**src/rtl/dtm_pkg.sv**
```systemverilog
package dtm_pkg;
   typedef enum logic [1:0] {
      REL_EQ = 2'b00,
      REL_NE = 2'b01,
      REL_GE = 2'b10,
      REL_LE = 2'b11
   } rel_e;

   localparam int QUAL_W   = 4;
   localparam int QUAL_RD  = 0;
   localparam int QUAL_WR  = 1;
   localparam int QUAL_DMA = 2;
   localparam int QUAL_FCH = 3;
endpackage

```
**src/rtl/dtm_cmp.sv**
```systemverilog
module dtm_cmp
   import dtm_pkg::*;
#(
   parameter int W         = 16,
   parameter int MW        = 16,
   parameter int REL_W     = 2,
   parameter bit FULL_REL  = 1'b1,
   parameter bit BYTE_MASK = 1'b0
) (
   input  logic [W-1:0]     obs,
   input  logic [W-1:0]     ref_v,
   input  logic [MW-1:0]    mask,
   input  logic [REL_W-1:0] rel,
   output logic             match
);
   localparam int LANES = W / 8;

   logic [W-1:0] emask;
   logic [W-1:0] mo;
   logic [W-1:0] mr;

   generate
      if (BYTE_MASK) begin : g_byte
         for (genvar b = 0; b < LANES; b++) begin : g_lane
            assign emask[b*8 +: 8] = {8{mask[b]}};
         end
      end else begin : g_bit
         assign emask = mask;
      end
   endgenerate

   assign mo = obs & emask;
   assign mr = ref_v & emask;

   generate
      if (FULL_REL) begin : g_full
         rel_e r;
         assign r = rel_e'(rel);
         always_comb begin
            case (r)
               REL_EQ:  match = (mo == mr);
               REL_NE:  match = (mo != mr);
               REL_GE:  match = (mo >= mr);
               default: match = (mo <= mr);
            endcase
         end
      end else begin : g_min
         assign match = rel[0] ? (mo != mr) : (mo == mr);
      end
   endgenerate
endmodule

```
**src/rtl/dtm_mem_unit.sv**
```systemverilog
module dtm_mem_unit
   import dtm_pkg::*;
#(
   parameter int W         = 16,
   parameter int MW        = 16,
   parameter int REL_W     = 2,
   parameter bit FULL_REL  = 1'b1,
   parameter bit BYTE_MASK = 1'b0
) (
   input  logic              clk,
   input  logic              rst_n,
   input  logic [W-1:0]      addr,
   input  logic [W-1:0]      data,
   input  logic              valid,
   input  logic [QUAL_W-1:0] qual,
   input  logic              cfg_src,
   input  logic [REL_W-1:0]  cfg_rel,
   input  logic [W-1:0]      cfg_val,
   input  logic [MW-1:0]     cfg_mask,
   input  logic [QUAL_W-1:0] cfg_acc,
   output logic              hit
);
   logic [W-1:0] obs;
   logic         qual_ok;
   logic         match;

   assign obs     = cfg_src ? data : addr;
   assign qual_ok = valid && (|(qual & cfg_acc));

   dtm_cmp #(
      .W(W), .MW(MW), .REL_W(REL_W), .FULL_REL(FULL_REL), .BYTE_MASK(BYTE_MASK)
   ) u_cmp (
      .obs(obs), .ref_v(cfg_val), .mask(cfg_mask), .rel(cfg_rel), .match(match)
   );

   always_ff @(posedge clk) begin
      if (!rst_n) hit <= 1'b0;
      else        hit <= qual_ok && match;
   end
endmodule

```
**src/rtl/dtm_reg_unit.sv**
```systemverilog
module dtm_reg_unit
   import dtm_pkg::*;
#(
   parameter int W        = 16,
   parameter int IDX_W    = 4,
   parameter int REL_W    = 2,
   parameter bit FULL_REL = 1'b1
) (
   input  logic             clk,
   input  logic             rst_n,
   input  logic             wr_en,
   input  logic [IDX_W-1:0] wr_idx,
   input  logic [W-1:0]     wr_val,
   input  logic [IDX_W-1:0] cfg_idx,
   input  logic [REL_W-1:0] cfg_rel,
   input  logic [W-1:0]     cfg_val,
   input  logic [W-1:0]     cfg_mask,
   output logic             hit
);
   logic match;

   dtm_cmp #(
      .W(W), .MW(W), .REL_W(REL_W), .FULL_REL(FULL_REL), .BYTE_MASK(1'b0)
   ) u_cmp (
      .obs(wr_val), .ref_v(cfg_val), .mask(cfg_mask), .rel(cfg_rel), .match(match)
   );

   always_ff @(posedge clk) begin
      if (!rst_n) hit <= 1'b0;
      else        hit <= wr_en && (wr_idx == cfg_idx) && match;
   end
endmodule

```
**src/rtl/dtm_comb_matrix.sv**
```systemverilog
module dtm_comb_matrix #(
   parameter int NS = 10,
   parameter int NC = 8
) (
   input  logic [NS-1:0]    hits,
   input  logic [NC*NS-1:0] sel,
   input  logic [NC-1:0]    brk,
   output logic [NC-1:0]    comb,
   output logic             halt
);
   generate
      for (genvar k = 0; k < NC; k++) begin : g_comb
         logic [NS-1:0] s;
         assign s       = sel[k*NS +: NS];
         assign comb[k] = (|s) && (&(hits | ~s));
      end
   endgenerate

   assign halt = |(comb & brk);
endmodule

```
**src/rtl/dtm_trigger_matrix.sv**
```systemverilog
module dtm_trigger_matrix
   import dtm_pkg::*;
#(
   parameter int W         = 16,
   parameter int N_MEM     = 8,
   parameter int N_REG     = 2,
   parameter int N_COMB    = 8,
   parameter int IDX_W     = 4,
   parameter bit FULL_REL  = 1'b1,
   parameter bit BYTE_MASK = 1'b0,
   localparam int MW       = BYTE_MASK ? (W / 8) : W,
   localparam int REL_W    = FULL_REL ? 2 : 1,
   localparam int NSRC     = N_MEM + N_REG
) (
   input  logic                    clk,
   input  logic                    rst_n,
   input  logic [W-1:0]            bus_addr,
   input  logic [W-1:0]            bus_data,
   input  logic                    bus_valid,
   input  logic                    bus_rd,
   input  logic                    bus_wr,
   input  logic                    bus_dma,
   input  logic                    bus_fetch,
   input  logic                    rw_en,
   input  logic [IDX_W-1:0]        rw_idx,
   input  logic [W-1:0]            rw_val,
   input  logic [N_MEM-1:0]        mt_src,
   input  logic [N_MEM*REL_W-1:0]  mt_rel,
   input  logic [N_MEM*W-1:0]      mt_val,
   input  logic [N_MEM*MW-1:0]     mt_mask,
   input  logic [N_MEM*QUAL_W-1:0] mt_acc,
   input  logic [N_REG*IDX_W-1:0]  rt_idx,
   input  logic [N_REG*REL_W-1:0]  rt_rel,
   input  logic [N_REG*W-1:0]      rt_val,
   input  logic [N_REG*W-1:0]      rt_mask,
   input  logic [N_COMB*NSRC-1:0]  ct_sel,
   input  logic [N_COMB-1:0]       ct_brk,
   output logic [N_MEM-1:0]        mt_hit,
   output logic [N_REG-1:0]        rt_hit,
   output logic [N_COMB-1:0]       ct_hit,
   output logic                    halt_req
);
   initial begin
      assert (N_MEM >= 1 && N_MEM <= 8) else $error("N_MEM must be 1..8");
      assert (N_REG >= 1 && N_REG <= 2) else $error("N_REG must be 1..2");
      assert (N_COMB >= 1 && N_COMB <= 8) else $error("N_COMB must be 1..8");
      assert (IDX_W >= 1) else $error("IDX_W must be positive");
      assert (!BYTE_MASK || (W % 8 == 0)) else $error("byte mask needs W multiple of 8");
   end

   logic [QUAL_W-1:0] qual;
   logic [NSRC-1:0]   all_hits;

   assign qual[QUAL_RD]  = bus_rd;
   assign qual[QUAL_WR]  = bus_wr;
   assign qual[QUAL_DMA] = bus_dma;
   assign qual[QUAL_FCH] = bus_fetch;

   generate
      for (genvar i = 0; i < N_MEM; i++) begin : g_mem
         dtm_mem_unit #(
            .W(W), .MW(MW), .REL_W(REL_W), .FULL_REL(FULL_REL), .BYTE_MASK(BYTE_MASK)
         ) u_mem (
            .clk(clk), .rst_n(rst_n),
            .addr(bus_addr), .data(bus_data), .valid(bus_valid), .qual(qual),
            .cfg_src(mt_src[i]),
            .cfg_rel(mt_rel[i*REL_W +: REL_W]),
            .cfg_val(mt_val[i*W +: W]),
            .cfg_mask(mt_mask[i*MW +: MW]),
            .cfg_acc(mt_acc[i*QUAL_W +: QUAL_W]),
            .hit(mt_hit[i])
         );
      end
      for (genvar j = 0; j < N_REG; j++) begin : g_reg
         dtm_reg_unit #(
            .W(W), .IDX_W(IDX_W), .REL_W(REL_W), .FULL_REL(FULL_REL)
         ) u_reg (
            .clk(clk), .rst_n(rst_n),
            .wr_en(rw_en), .wr_idx(rw_idx), .wr_val(rw_val),
            .cfg_idx(rt_idx[j*IDX_W +: IDX_W]),
            .cfg_rel(rt_rel[j*REL_W +: REL_W]),
            .cfg_val(rt_val[j*W +: W]),
            .cfg_mask(rt_mask[j*W +: W]),
            .hit(rt_hit[j])
         );
      end
   endgenerate

   assign all_hits = {rt_hit, mt_hit};

   dtm_comb_matrix #(.NS(NSRC), .NC(N_COMB)) u_matrix (
      .hits(all_hits), .sel(ct_sel), .brk(ct_brk), .comb(ct_hit), .halt(halt_req)
   );
endmodule

```
**config.mk**
```make
export PLATFORM = sky130hd
export DESIGN_NAME = dtm_trigger_matrix
export DESIGN_NICKNAME = d
export VERILOG_FILES = /design/src/rtl/dtm_pkg.sv /design/src/rtl/dtm_cmp.sv /design/src/rtl/dtm_mem_unit.sv /design/src/rtl/dtm_reg_unit.sv /design/src/rtl/dtm_comb_matrix.sv /design/src/rtl/dtm_trigger_matrix.sv
export SDC_FILE = /design/constraint.sdc
export NUM_CORES = 1
export LEC_CHECK = 0
export BUFFER_PORTS_ARGS = -buffer_cell sky130_fd_sc_hd__buf_2
export CAP_MARGIN = 20
export CORE_AREA = 3 3 215 217
export DETAILED_ROUTE_END_ITERATION = 12
export DIE_AREA = 0 0 218 220
export RECOVER_POWER = 25
export SLEW_MARGIN = 5
export SYNTH_ARGS = -nofsm -noshare
export SYNTH_HDL_FRONTEND = slang
export SYNTH_SLANG_ARGS = --single-unit
export TNS_END_PERCENT = 5
```
**constraint.sdc**
```tcl
create_clock -name clk -period 5.1 [get_ports clk]
set_input_delay 1.02 -clock clk [delete_from_list [all_inputs] [get_ports clk]]
set_output_delay 1.02 -clock clk [all_outputs]
set_load 0.01 [all_outputs]
```
==> results of run 1 <==
==> layout by cell type, fill, tap and decap left out, drive strengths merged, types with 27 or more instances in the layout <==
cell     n
nor2b  150
a21oi   78
nand2  217
and2    48
mux2i  130
ha     160
buf    547
nand4   33
nor4    27
o21ai   30
==> how the worst max path moves through the flow <==
| stage | startpoint | endpoint | slack [ns] |
|---|---|---|---|
| detailed placement | mt_src[3] | g_mem[3].u_mem.hit | 1.39 |
| global placement | mt_src[4] | g_mem[4].u_mem.hit | 1.44 |
| finish | ct_sel[67] | halt_req | 1.64 |
| floorplan | ct_sel[68] | halt_req | 1.93 |
| CTS | mt_src[3] | g_mem[3].u_mem.hit | 1.66 |
| global route | ct_sel[67] | halt_req | 1.48 |
==> power groups by stage <==
stage / registers [mW] / clock network [mW] / logic [mW]
2_1_floorplan: 0.0861 / 0 / 0.536
3_5_place_dp: 0.0929 / 0 / 0.964
6_report: 0.0913 / 0.167 / 0.967
5_1_grt: 0.0920 / 0.183 / 1.07
3_3_place_gp: 0.0931 / 0 / 0.948
4_1_cts: 0.0913 / 0.179 / 0.970
==> flip-flops by register name (all words and copies together), names as in the netlist <==
| name | count |
|---|---|
| g.u_reg.hit | 2 |
| g_mem.u_mem.hit | 8 |
==> worst max-delay path: cells and delay by family <==
kind	cells	cell delay, ns
compound gates	3	0.82
buf+inv	2	0.24
simple gates	3	0.36
==> routing by layer <==
| layer | vias to the layer above | part of all wire (%) | global-route usage [%] |
|---|---|---|---|
| met3 | 49 | 6.3 | 3.27 |
| li1 | 5082 | - | - |
| met5 | - | 0.13 | 0 |
| met1 | 5127 | 45 | 25.3 |
| met4 | 10 | 1.1 | 2.22 |
| met2 | 434 | 48 | 31.5 |
==> logic make-up (layout without fill, tap and decap cells) <==
logic type               after synthesis  count (layout)  share of synthesized area, %
flip-flops                            10              10                          2.42
adder cells (fa/ha/maj)              160             160                          24.2
XOR/XNOR                              18              18                          1.91
AND/OR/NAND/NOR                      529             529                          34.8
AO/OA/AOI/OAI                        194             194                          15.9
multiplexers                         138             138                          16.8
other                                  0               9                             0
buffers and inverters                 72             570                          3.96
==> per-stage QoR <==
stage | hold slack [ns] | setup WS, ns | total power, mW
final | 1.06 | 1.64 | 1.23
after global routing | 1.07 | 1.48 | 1.34
after detailed placement | 1.32 | 1.39 | 1.06
after global placement | 1.31 | 1.44 | 1.04
after CTS | 1.06 | 1.66 | 1.24
after floorplan | 1.19 | 1.93 | 0.622
==> area by class of cell <==
class / count / area, µm² / share of cell area (%)
Sequential cell: 10 / 200 / 1.72
Timing Repair Buffer: 554 / 2760 / 23.8
Antenna cell: 9 / 22.5 / 0.194
Multi-Input combinational cell: 1039 / 7750 / 66.7
Clock buffer: 4 / 88.8 / 0.765
Inverter: 12 / 45.0 / 0.388
Tap cell: 592 / 741 / 6.38
==> results.toml, run 1 <==
[worst_setup_path]
criticalPathCategory = "input port to primary output"
required_ns = 4.08
cp-start-kind = "input port"
crit_slowest_cell = "a2111oi_2"
crit_arrival_ns = 2.44
max_stage_delay_ns = 0.35
cp_max_fo = 2
path_cells = "buf_2 -> nor2b_1 -> a2111oi_2 -> nand4_1 -> a31oi_1 -> a22oi_1 -> nand4_1 -> buf_2"
end_kind = "primary output"

[logic_synthesis]
synth_top_area_share_pct = 24.2
synth_area_per_cell_um2 = 7.38
syn_area_um2 = 8280
yosys_warnings = 0
yosysTopAreaCell = "ha_1"
synth_area_leaders = "ha_1, mux2i_1, nor2b_1"
synth_edf_count = 0
syn_inst = 1121
synth_cell_type_count = 44
ys.flop_type = "dfxtp_1"
post-synth-top-count-cell = "nand2_1"
synth_nets = 1817
ys_top_cells_by_count = "nand2_1, ha_1, nor2b_1"
synthArstFlopShare_pct = 0
ys_seq_area_share_pct = 2.42
yosys_register_bits = 10

[final_layout]
drive_above_1_share_pct = 36.7
fin_util_pct = 26.2
syn_to_final_growth_pct = 40.3
final_area_um2 = 11600
nets = 2316
fin_cells = 2220
n_fill_cell = 4966

[pwr]
comb_power_share_pct = 78.9
power_density_nw_per_um2 = 106
internal_power_mw = 0.636
p_sw_share_pct = 48.1
p_leak_nw = 6.01
power_frac_clock_pct = 13.7
power_frac_seq_pct = 7.5
vdd_drop_max_v = 0.0000823
power_switching_mw = 0.590

[global_route]
grt_overflow = 0
grt_pass1_vias = 10700
grt_use_total_pct = 18.6
grt_max_degree = 17
antenna_found_initial = 9
grt_pass1_wl_um = 66900

[run]
maxCapViolations = 0

[cts]
post_cts_resized = 0
cts_buffers = 3
cts_root_buf = "clkbuf_16"
cts_tree = "yes"
cts_hold_buffers = 0
clk_pin_slew_ns = 0.05
clk_path_buf_depth = 2
cts_sinks = 10
htree_levels = 1
post_cts_buffers = 0

[drt]
drc_errors = 0
wl_um = 48200
ant_nets = 0
drt-initial-drc-count = 640
avgViaCountPerCell = 4.82
wl_per_cell_um = 21.7
vias = 10700
drt-pass1-iter-count = 5

[timing]
slew_headroom_pct = 60.9
slew_violations = 0
worst_pin_slew_ns = 0.586
hold_violations = 0
fmax_mhz = 289
finalCriticalPeriod_ns = 3.46
fin_crit_sh_pct = 67.9
setup-violations-final = 0
finalSetupTns_ns = 0
rsz0062_at_grt = "false"

[min_path]
hp-class = "input port to flop"
hold_depth = 3
min_to = "g_mem[3].u_mem.hit"
min_from = "mt_rel[7]"

[placement]
dp_hpwl_um = 43100
dp_cells = 2207
place_congestion = 0.996
port-buffer-count = 554
placed_area_um2 = 11500

[floorplan]
die_x_um = 218
dieArea_um2 = 48000
row_count = 77
start_util_pct = 18.7
die_h_um = 220
io_pins = 555
core_um2 = 44300

[run_status]
status = "finished clean"
(Power assumes the default switching activity.)
==> inputs of run 2 (changes only) <==
--- a/config.mk
+++ b/config.mk
@@ -7,9 +7,9 @@
 export LEC_CHECK = 0
 export BUFFER_PORTS_ARGS = -buffer_cell sky130_fd_sc_hd__buf_2
 export CAP_MARGIN = 20
-export CORE_AREA = 3 3 215 217
+export CORE_AREA = 3 3 212 214
 export DETAILED_ROUTE_END_ITERATION = 12
-export DIE_AREA = 0 0 218 220
+export DIE_AREA = 0 0 215 217
 export RECOVER_POWER = 25
 export SLEW_MARGIN = 5
 export SYNTH_ARGS = -nofsm -noshare
==> constraint.sdc (replaced) <==
create_clock -name clk -period 3.5 [get_ports clk]
set_input_delay 0.7 -clock clk [delete_from_list [all_inputs] [get_ports clk]]
set_output_delay 0.7 -clock clk [all_outputs]
set_load 0.01 [all_outputs]
==> run 2 against run 1 <==
Against the previous run: critical path depth down 1; final cell count about the same; clock-buffer cell count unchanged; global-route usage up 0.82 points; largest power group unchanged; core utilization up 0.84 points; largest cell class unchanged; critical endpoint unchanged.
==> results.toml, run 2 (synthesized netlist as in run 1, its figures left out) <==
[run_status]
status = "finished clean"

[global_route]
met2_usage_pct = 33.5
grt_pass1_vias = 11100
use_met3_pct = 3.38
grt.busiest_layer = "met2"
grt_max_degree = 17
grt_pass1_wl_um = 68100
antenna_found_initial = 9
grt_overflow = 0
grt_use_total_pct = 19.4
use_met1_pct = 25.4

[timing]
finalSetupTns_ns = 0
fin_crit_sh_pct = 88.7
setup-violations-final = 0
rsz0062_at_grt = "false"
hold_violations = 0
worst_pin_slew_ns = 0.561
slew_headroom_pct = 62.6
finalCriticalPeriod_ns = 3.10
slew_violations = 0
finalWorstSetupSlack_ns = 0.397
fmax_mhz = 322

[floorplan]
dieArea_um2 = 46700
die_x_um = 215
row_count = 76
start_util_pct = 19.2
io_pins = 555
core_um2 = 43100
die_h_um = 217

[cts]
clk_pin_slew_ns = 0.06
cts_hold_buffers = 0
post_cts_resized = 0
cts_buffers = 3
clk_path_buf_depth = 2
htree_levels = 1
cts_root_buf = "clkbuf_16"
cts_sinks = 10
post_cts_buffers = 0
cts_tree = "yes"

[final_layout]
largestRegisters = "g_mem.u_mem.hit (8), g.u_reg.hit (2)"
drive_above_1_share_pct = 37.0
n_fill_cell = 4786
fin_cells = 2219
largest-register = "g_mem.u_mem.hit"
largest_reg_flops = 8
nets = 2323
syn_to_final_growth_pct = 40.7
final_cell_mix = "buf_2, nand2_1, ha_1"
final_area_um2 = 11600
layout_commonest_cell = "buf_2"

[worst_setup_path]
required_ns = 2.80
cp-start-kind = "flop"
crit_arrival_ns = 2.40
cp_max_fo = 5
criticalPathCategory = "flop to primary output"
end_kind = "primary output"

[run]
maxCapViolations = 0

[min_path]
hp-class = "input port to flop"

[placement]
place_congestion = 0.976
placed_area_um2 = 11500
port-buffer-count = 554
pre_cts_ws_ns = 0.213
dp_cells = 2207
dp_hpwl_um = 43900

[drt]
drt-initial-drc-count = 535
ant_nets = 0
vias = 10600
wl_um = 48200
avgViaCountPerCell = 4.77
wl_per_cell_um = 21.7
drt-pass1-iter-count = 6
drc_errors = 0

[pwr]
power_mw = 1.80
power_density_nw_per_um2 = 154
p_leak_nw = 6.05
vdd_drop_max_v = 0.000135
run 2: changes by cell type in the layout (fill, tap and decap cells not counted):
cell,change
diode_2,-1
buf_4,+6
buf_2,+1
run 2: cell type report:
class	instances	area [µm²]	share of cell area (%)
Multi-Input combinational cell	1039	7750	66.5
Timing Repair Buffer	561	2810	24.2
Tap cell	585	732	6.28
Sequential cell	10	200	1.72
Clock buffer	4	88.8	0.763
Inverter	12	45.0	0.387
Antenna cell	8	20.0	0.172
run 2: layer usage:
layer	wire (µm)	up-vias	part of all wire [%]
met5	27	-	0.056
met3	2730	51	5.7
met2	23200	376	48
met1	21400	5057	44
li1	-	5086	-
met4	916	4	1.9
run 2: path summary, 6_finish.rpt:
| check | startpoint | slack, ns | to | depth (start not counted) |
|---|---|---|---|---|
| setup / recovery | g_reg[1].u_reg.hit | 0.40 | halt_req | 7 |
| hold / removal | mt_rel[1] | 0.73 | g_mem[0].u_mem.hit | 3 |
run 2: critical path, cell delays in order (launching register included):
cell and delay, ns:
dfxtp_1 0.67, nor2b_1 0.10, a2111oi_1 0.40, nand4_1 0.13, a31oi_1 0.38, a22oi_1 0.18
nand4_1 0.11, buf_2 0.17
run 2: report_power, final:
group | switching (mW) | internal (mW)
registers | 0.0118 | 0.119
clock network | 0.0827 | 0.174
logic | 0.768 | 0.640
run 2: per-stage QoR:
| step | hold slack (ns) | utilization [%] |
|---|---|---|
| CTS | 0.730 | 27.0 |
| detailed placement | 0.996 | 26.8 |
| floorplan | 0.873 | - |
| global placement | 0.983 | 26.8 |
| global route | 0.757 | 27.0 |
| finish | 0.730 | 27.0 |
